`config.mk`:
```
export PLATFORM = sky130hd
export DESIGN_NAME = wdog_pair
export DESIGN_NICKNAME = d
export VERILOG_FILES = /design/src/rtl/wdog_pair.sv
export SDC_FILE = /design/constraint.sdc
export NUM_CORES = 1
export LEC_CHECK = 0
export BUFFER_PORTS_ARGS = -buffer_cell sky130_fd_sc_hd__buf_2
export CORE_ASPECT_RATIO = 0.6
export CORE_MARGIN = 1
export CORE_UTILIZATION = 52
export DETAILED_ROUTE_END_ITERATION = 12
export PLACE_DENSITY = 0.76
export SLEW_MARGIN = 15
export SYNTH_ARGS = -nofsm -noshare
export SYNTH_HDL_FRONTEND = slang
export SYNTH_SLANG_ARGS = --single-unit
```
`constraint.sdc`:
```
create_clock -name clk -period 3.3 [get_ports clk]
set_clock_uncertainty 0.05 [all_clocks]
set_input_delay 0.33 -clock clk [delete_from_list [all_inputs] [get_ports clk]]
set_output_delay 0.33 -clock clk [all_outputs]
set_load 0.02 [all_outputs]
```
`src/rtl/wdog_pair.sv`:
```
module wdog_pair #(
  parameter int CLK_HZ = 50_000_000,
  parameter int TICK_HZ = 100,
  parameter int ADDR_W = 8,
  parameter logic [ADDR_W-1:0] CH0_ADDR = 8'hC0,
  parameter logic [ADDR_W-1:0] CH1_ADDR = 8'hC4
) (
  input  logic              clk,
  input  logic              rst_n,
  input  logic              bus_en,
  input  logic              bus_wr,
  input  logic [ADDR_W-1:0] bus_addr,
  input  logic [31:0]       bus_wdata,
  output logic [31:0]       bus_rdata,
  output logic              sys_reset_req,
  output logic              cpu_traffic_block
);
  localparam int DIV = (CLK_HZ / TICK_HZ) < 1 ? 1 : CLK_HZ / TICK_HZ;
  localparam int PW = DIV > 1 ? $clog2(DIV) : 1;
  localparam logic [PW-1:0] PMAX = PW'(DIV - 1);

  logic [1:0]  ctl, sel, wsel, hit;
  logic [14:0] term [2];
  logic [14:0] cnt  [2];
  logic [PW-1:0] pre [2];

  assign sel[0] = bus_addr == CH0_ADDR;
  assign sel[1] = bus_addr == CH1_ADDR;
  assign wsel   = (bus_en && bus_wr) ? sel : 2'b00;

  always_ff @(posedge clk) begin
    for (int i = 0; i < 2; i++) begin
      if (!rst_n) begin
        ctl[i]  <= 1'b0;
        term[i] <= '0;
        cnt[i]  <= '0;
        pre[i]  <= '0;
      end else if (wsel[i]) begin
        ctl[i]  <= bus_wdata[31];
        term[i] <= bus_wdata[30:16];
        cnt[i]  <= '0;
        pre[i]  <= '0;
      end else if (pre[i] == PMAX) begin
        pre[i] <= '0;
        if (!hit[i]) cnt[i] <= cnt[i] + 15'd1;
      end else begin
        pre[i] <= pre[i] + 1'b1;
      end
    end
  end

  always_comb begin
    for (int i = 0; i < 2; i++) hit[i] = (term[i] != '0) && (cnt[i] == term[i]);
  end

  assign sys_reset_req     = hit[0] & ctl[0];
  assign cpu_traffic_block = hit[1] & ctl[1];

  always_comb begin
    bus_rdata = '0;
    if (bus_en && !bus_wr) begin
      if (sel[0]) bus_rdata = {ctl[0], term[0], 1'b0, cnt[0]};
      if (sel[1]) bus_rdata = {ctl[1], term[1], 1'b0, cnt[1]};
    end
  end

  for (genvar g = 0; g < 2; g++) begin : g_chk
    // count never passes a nonzero terminal value
    a_r5_no_overshoot: assert property (@(posedge clk) disable iff (!rst_n)
      (term[g] != '0) |-> (cnt[g] <= term[g]));
    // write clears the count
    a_r4_write_clears: assert property (@(posedge clk) disable iff (!rst_n)
      wsel[g] |=> (cnt[g] == '0));
    // without a write the count holds or steps by one
    a_r3_step_by_one: assert property (@(posedge clk) disable iff (!rst_n)
      !wsel[g] |=> (cnt[g] == $past(cnt[g]) || cnt[g] == $past(cnt[g]) + 15'd1));
  end

  // an action needs its control bit
  a_r6_reset_needs_ctl: assert property (@(posedge clk) disable iff (!rst_n)
    sys_reset_req |-> ctl[0]);
  a_r7_block_needs_ctl: assert property (@(posedge clk) disable iff (!rst_n)
    cpu_traffic_block |-> ctl[1]);
  // reserved bit reads zero
  a_r2_rsvd_zero: assert property (@(posedge clk) disable iff (!rst_n)
    bus_rdata[15] == 1'b0);
endmodule

```
== Word-level counts from Yosys, hierarchy flattened ==
Memories as Yosys holds them, arrays and structs flattened.
Cells that the tools add are included.
Cells by class
  div/mod/pow operators: 0
  reductions and logical operators: 7
  add/sub/neg operators: 4
  mux-type cells: 49
  bitwise logic cells: 14
  order comparisons: 0
  shift operators: 0
  equality and inequality tests: 6
  $mul: 0
Operator list (count)
  $mux W19: 6
  $mux W32: 3
  $mux W15: 6
  $add A19 B1 Y19 const B: 2
  $eq A19 B19 Y1 const B: 2
  $mux W1: 33
  $add A15 B1 Y15 const B: 2
  $eq A15 B15 Y1: 2
  $reduce_bool A15 Y1: 2
  $eq A8 B8 Y1 const B: 2
  $or A1 B1 Y1: 12
  $logic_and A1 B1 Y1: 4
  $and A1 B1 Y1: 2
  $mux W2: 1
  $logic_not A1 Y1: 1
Storage, ports and cells
  ROM bits: 0
  output and inout bits: 34
  flip-flop bits (word level): 2
  memories kept: 3
  bits in latches: 0
  RAM bits: 98
Memory list
  pre: words 2, width 19, read ports 2, clocked after Yosys merged registers in 0, wr ports 2, line 25  | logic [PW-1:0] pre [2];
  cnt: words 2, width 15, read ports 2, clocked after Yosys merged registers in 0, wr ports 2, line 24  | logic [14:0] cnt [2];
  term: words 2, width 15, read ports 2, clocked after Yosys merged registers in 0, wr ports 2, line 23  | logic [14:0] term [2];

== Depth between registers and ports, before layout ==
  depth after elaboration: 8
  depth in mapped cells: 7

== Least setup slack after synthesis ==
Ideal clock, no wire load.
  path type: flip-flop to flip-flop
  start: memory pre[1][11] in the netlist's numbering
  end: memory cnt[1][0], enable pin
  data arrival time: 2866 ps
  data required time: 2842 ps
  setup time: 408 ps
  stages on the path, launching flop included: 5
  path buffers: 0
  setup slack: -24 ps
  path through: edfxtp_1 > or4b_1 > or4_4 > or2_4 > o21ai_0
RTL lines (line)
  from (decl): 25
  to (decl): 24

==> impl_metrics.xml <==
<?xml version="1.0" encoding="UTF-8"?>
<metrics>
  <group name="status">
    <metric name="status" unit="">complete, no violations</metric>
  </group>
  <group name="synthesis">
    <metric name="top_ff_cell_synth" unit="">sky130_fd_sc_hd__edfxtp_1</metric>
    <metric name="synth_enable_flop_cells" unit="">98</metric>
    <metric name="yosys.cell_types.count" unit="">40</metric>
    <metric name="yosys_register_bits" unit="">100</metric>
    <metric name="yosysSeqAreaShare" unit="%">52.7</metric>
    <metric name="mappedNetlistArea" unit="um2">5660</metric>
    <metric name="synth_top_area_share" unit="%">52.0</metric>
    <metric name="yosys_warnings" unit="">0</metric>
    <metric name="synth.top_cells.by_area" unit="">sky130_fd_sc_hd__edfxtp_1 (52%), sky130_fd_sc_hd__xor2_1 (9.0%), sky130_fd_sc_hd__nor2_1 (7.0%)</metric>
    <metric name="synth.avg_cell_area" unit="um2">10.5</metric>
    <metric name="synth-async-reset-ratio" unit="%">0</metric>
    <metric name="syn-instance-count" unit="">537</metric>
    <metric name="synth_largest_area_cell" unit="">sky130_fd_sc_hd__edfxtp_1</metric>
  </group>
  <group name="timing">
    <metric name="tightest_slew" unit="ns">0.928</metric>
    <metric name="rsz0062_at_grt" unit="">false</metric>
    <metric name="max-slew-margin-rel" unit="%">38.0</metric>
    <metric name="period_utilization_post_route" unit="%">79.2</metric>
    <metric name="final-hold-violation-count" unit="">0</metric>
    <metric name="final_max_slew_viol_count" unit="">0</metric>
    <metric name="aggregate_negative_setup_slack" unit="ns">0</metric>
    <metric name="final-setup-viol-count" unit="">0</metric>
    <metric name="max_clock_freq" unit="MHz">382</metric>
    <metric name="fin_crit" unit="ns">2.62</metric>
  </group>
  <group name="die">
    <metric name="initial_utilization" unit="%">53.6</metric>
    <metric name="dieArea" unit="um2">11300</metric>
    <metric name="core" unit="um2">10600</metric>
    <metric name="placement_rows" unit="">29</metric>
    <metric name="chipWidth" unit="um">137</metric>
    <metric name="pin_count" unit="">78</metric>
    <metric name="die_h" unit="um">82.8</metric>
  </group>
  <group name="clock_network">
    <metric name="cts_h_tree_depth" unit="">3</metric>
    <metric name="cts_tree" unit="">built</metric>
    <metric name="cts.repair_timing.setup_buffer_count" unit="">0</metric>
    <metric name="post_cts_hold_buffer_count" unit="">0</metric>
    <metric name="cts_inserted_buffers" unit="">9</metric>
    <metric name="clkLatencyLatePin" unit="ns">0.35</metric>
    <metric name="clockRootBuffer" unit="">sky130_fd_sc_hd__clkbuf_16</metric>
    <metric name="cts_sinks" unit="">100</metric>
    <metric name="post_cts.resized_instances" unit="">0</metric>
    <metric name="clock_tree.buffer_depth" unit="">2</metric>
    <metric name="clkTransAtPathRegs" unit="ns">0.07</metric>
  </group>
  <group name="routing">
    <metric name="num_vias" unit="">4427</metric>
    <metric name="detail_route.drc_violations" unit="">0</metric>
    <metric name="finalWirelength" unit="mm">13.8</metric>
    <metric name="drt_pre_antenna_iters" unit="">6</metric>
    <metric name="drt.antenna.violating_nets" unit="">0</metric>
    <metric name="detail_route.wl_per_cell" unit="um">17.8</metric>
    <metric name="post_drt_via_cell_ratio" unit="">5.72</metric>
    <metric name="drt_first_iter_violations" unit="">425</metric>
  </group>
  <group name="pwr">
    <metric name="cellLeakagePower" unit="nW">2.37</metric>
    <metric name="ir_drop" unit="mV">0.271</metric>
    <metric name="power.density_cell_area" unit="nW/um2">411</metric>
  </group>
  <group name="layout">
    <metric name="final_layout_size_suffix_gt1_share" unit="%">15.9</metric>
    <metric name="area.sequential" unit="um2">2980</metric>
    <metric name="n_antenna_cell" unit="">0</metric>
    <metric name="final_cell_area" unit="um2">6480</metric>
    <metric name="fillerInstances" unit="">865</metric>
    <metric name="syn2layout_area_growth" unit="%">14.4</metric>
    <metric name="area_of_combinational_cells_with_multiple_inputs" unit="um2">2680</metric>
    <metric name="design.final.nets" unit="">679</metric>
  </group>
  <group name="flow_run">
    <metric name="cap_violations" unit="">0</metric>
  </group>
  <group name="placement">
    <metric name="dp.final_hpwl" unit="mm">10.2</metric>
    <metric name="io_buffers" unit="">60</metric>
    <metric name="detailed_place.area" unit="um2">6220</metric>
    <metric name="place.gp.congestion" unit="">0.897</metric>
  </group>
  <group name="setup_path">
    <metric name="cp_data_required_time" unit="ns">3.29</metric>
    <metric name="critical_path.endpoint_type" unit="">flop</metric>
    <metric name="start_kind" unit="">flop</metric>
    <metric name="worst_ep_arrival_time" unit="ns">2.61</metric>
    <metric name="cp_max_fo" unit="">15</metric>
    <metric name="crit_type" unit="">flop to flop</metric>
  </group>
  <group name="grt">
    <metric name="globalRouteTotalUtil" unit="%">26.1</metric>
    <metric name="overflow" unit="">0</metric>
    <metric name="vias_in_the_first_global_route" unit="">4221</metric>
    <metric name="grt_antenna_before_repair" unit="">0</metric>
    <metric name="grt_pass1_wl" unit="mm">22.1</metric>
    <metric name="grt_max_degree" unit="">32</metric>
  </group>
  <group name="worst_hold_path">
    <metric name="worstHoldPathType" unit="">primary input to flop</metric>
  </group>
</metrics>
-- metrics by stage --
stage          utilization (%)  std cells  setup slack [ns]  hold WS [ns]  total power [mW]
2_1_floorplan                -        574             0.385         0.406              1.66
3_3_place_gp              58.9        759             0.696         0.429              1.72
3_5_place_dp              58.9        759             0.624         0.447              1.73
4_1_cts                   61.3        774             0.688         0.162              2.68
5_1_grt                   61.3        774             0.641         0.167              2.76
6_report                  61.3        774             0.685         0.167              2.66
-- sequential cells by signal, indices dropped and copies added (netlist names) --
name,cells
pre,38
cnt,30
term,30
ctl,2
-- critical path, stage by stage (launching register included) --
cell	delay [ns]
sky130_fd_sc_hd__edfxtp_1	0.47
sky130_fd_sc_hd__or4b_1	0.54
sky130_fd_sc_hd__or4_4	0.55
sky130_fd_sc_hd__or2_4	0.29
sky130_fd_sc_hd__o21ai_1	0.13
sky130_fd_sc_hd__buf_4	0.26
-- cells by family after synthesis --
group                    synth area share [%]
AO/OA/AOI/OAI                            5.44
AND/OR/NAND/NOR                          24.4
adder cells (fa/ha/maj)                 0.884
flip-flops                               52.7
XOR/XNOR                                 13.8
other                                   0.133
buffers and inverters                    2.67
-- worst paths after layout --
check,slack (ns),from,to,cells past startpoint
setup reg to reg,0.68,pre[1][11]$_SDFFCE_PN0P_,cnt[1][9]$_SDFFCE_PN0P_,5
hold / removal,0.17,bus_wdata[31],ctl[0]$_SDFFE_PN0P_,2
hold reg to reg,0.45,ctl[1]$_SDFFE_PN0P_,ctl[1]$_SDFFE_PN0P_,1
setup / recovery,0.68,pre[1][11]$_SDFFCE_PN0P_,cnt[1][9]$_SDFFCE_PN0P_,5
-- cells in the mapped netlist, types with 4 or more instances --
cell type	number
sky130_fd_sc_hd__a22oi_1	31
sky130_fd_sc_hd__and2_1	33
sky130_fd_sc_hd__and3_1	10
sky130_fd_sc_hd__and4_1	6
sky130_fd_sc_hd__clkbuf_1	14
sky130_fd_sc_hd__edfxtp_1	98
sky130_fd_sc_hd__ha_1	4
sky130_fd_sc_hd__inv_1	9
sky130_fd_sc_hd__nand2_1	24
sky130_fd_sc_hd__nand3_1	26
sky130_fd_sc_hd__nand4_1	14
sky130_fd_sc_hd__nor2_1	105
sky130_fd_sc_hd__nor2_2	11
sky130_fd_sc_hd__nor3_1	10
sky130_fd_sc_hd__nor4_1	15
sky130_fd_sc_hd__xnor2_1	31
sky130_fd_sc_hd__xor2_1	58
-- power breakdown --
| group | leakage [nW] | total (mW) | internal [mW] | switching [mW] |
|---|---|---|---|---|
| Combinational | 1.25 | 0.161 | 0.0683 | 0.0927 |
| Clock | 0.126 | 0.949 | 0.503 | 0.446 |
| Sequential | 0.999 | 1.55 | 1.46 | 0.0908 |
-- metal layers --
layer,part of all wire (%),routed length [um],vias up,GRT usage (%)
li1,-,-,2060,-
met1,45,6180,2129,38.3
met2,44,6030,215,38.2
met3,9.5,1310,23,6.11
met4,1.7,237,0,8.28
met5,0,0,-,0
-- placed cells by master (no fill, tap or decap), types with 4 or more instances in the layout --
| master | instances |
|---|---|
| sky130_fd_sc_hd__nor2_2 | 11 |
| sky130_fd_sc_hd__and2_1 | 33 |
| sky130_fd_sc_hd__nand2_1 | 24 |
| sky130_fd_sc_hd__buf_4 | 7 |
| sky130_fd_sc_hd__edfxtp_1 | 98 |
| sky130_fd_sc_hd__nand4_1 | 14 |
| sky130_fd_sc_hd__and3_1 | 10 |
| sky130_fd_sc_hd__conb_1 | 39 |
| sky130_fd_sc_hd__nor4_1 | 15 |
| sky130_fd_sc_hd__nor2_1 | 105 |
| sky130_fd_sc_hd__xnor2_1 | 31 |
| sky130_fd_sc_hd__ha_1 | 4 |
| sky130_fd_sc_hd__clkbuf_16 | 9 |
| sky130_fd_sc_hd__inv_1 | 9 |
| sky130_fd_sc_hd__xor2_1 | 58 |
| sky130_fd_sc_hd__buf_2 | 60 |
| sky130_fd_sc_hd__nand3_1 | 26 |
| sky130_fd_sc_hd__and4_1 | 6 |
| sky130_fd_sc_hd__a22oi_1 | 31 |
| sky130_fd_sc_hd__nor3_1 | 8 |
-- area by class of cell --
type | count | share of cell area [%]
clock inverter | 5 | 0.464
sequential | 100 | 46.0
tap | 139 | 2.68
clock buffer | 10 | 3.53
timing repair buffer | 67 | 5.45
multi-input combinational | 444 | 41.3
inverter | 9 | 0.522
(Power assumes the default switching activity.)
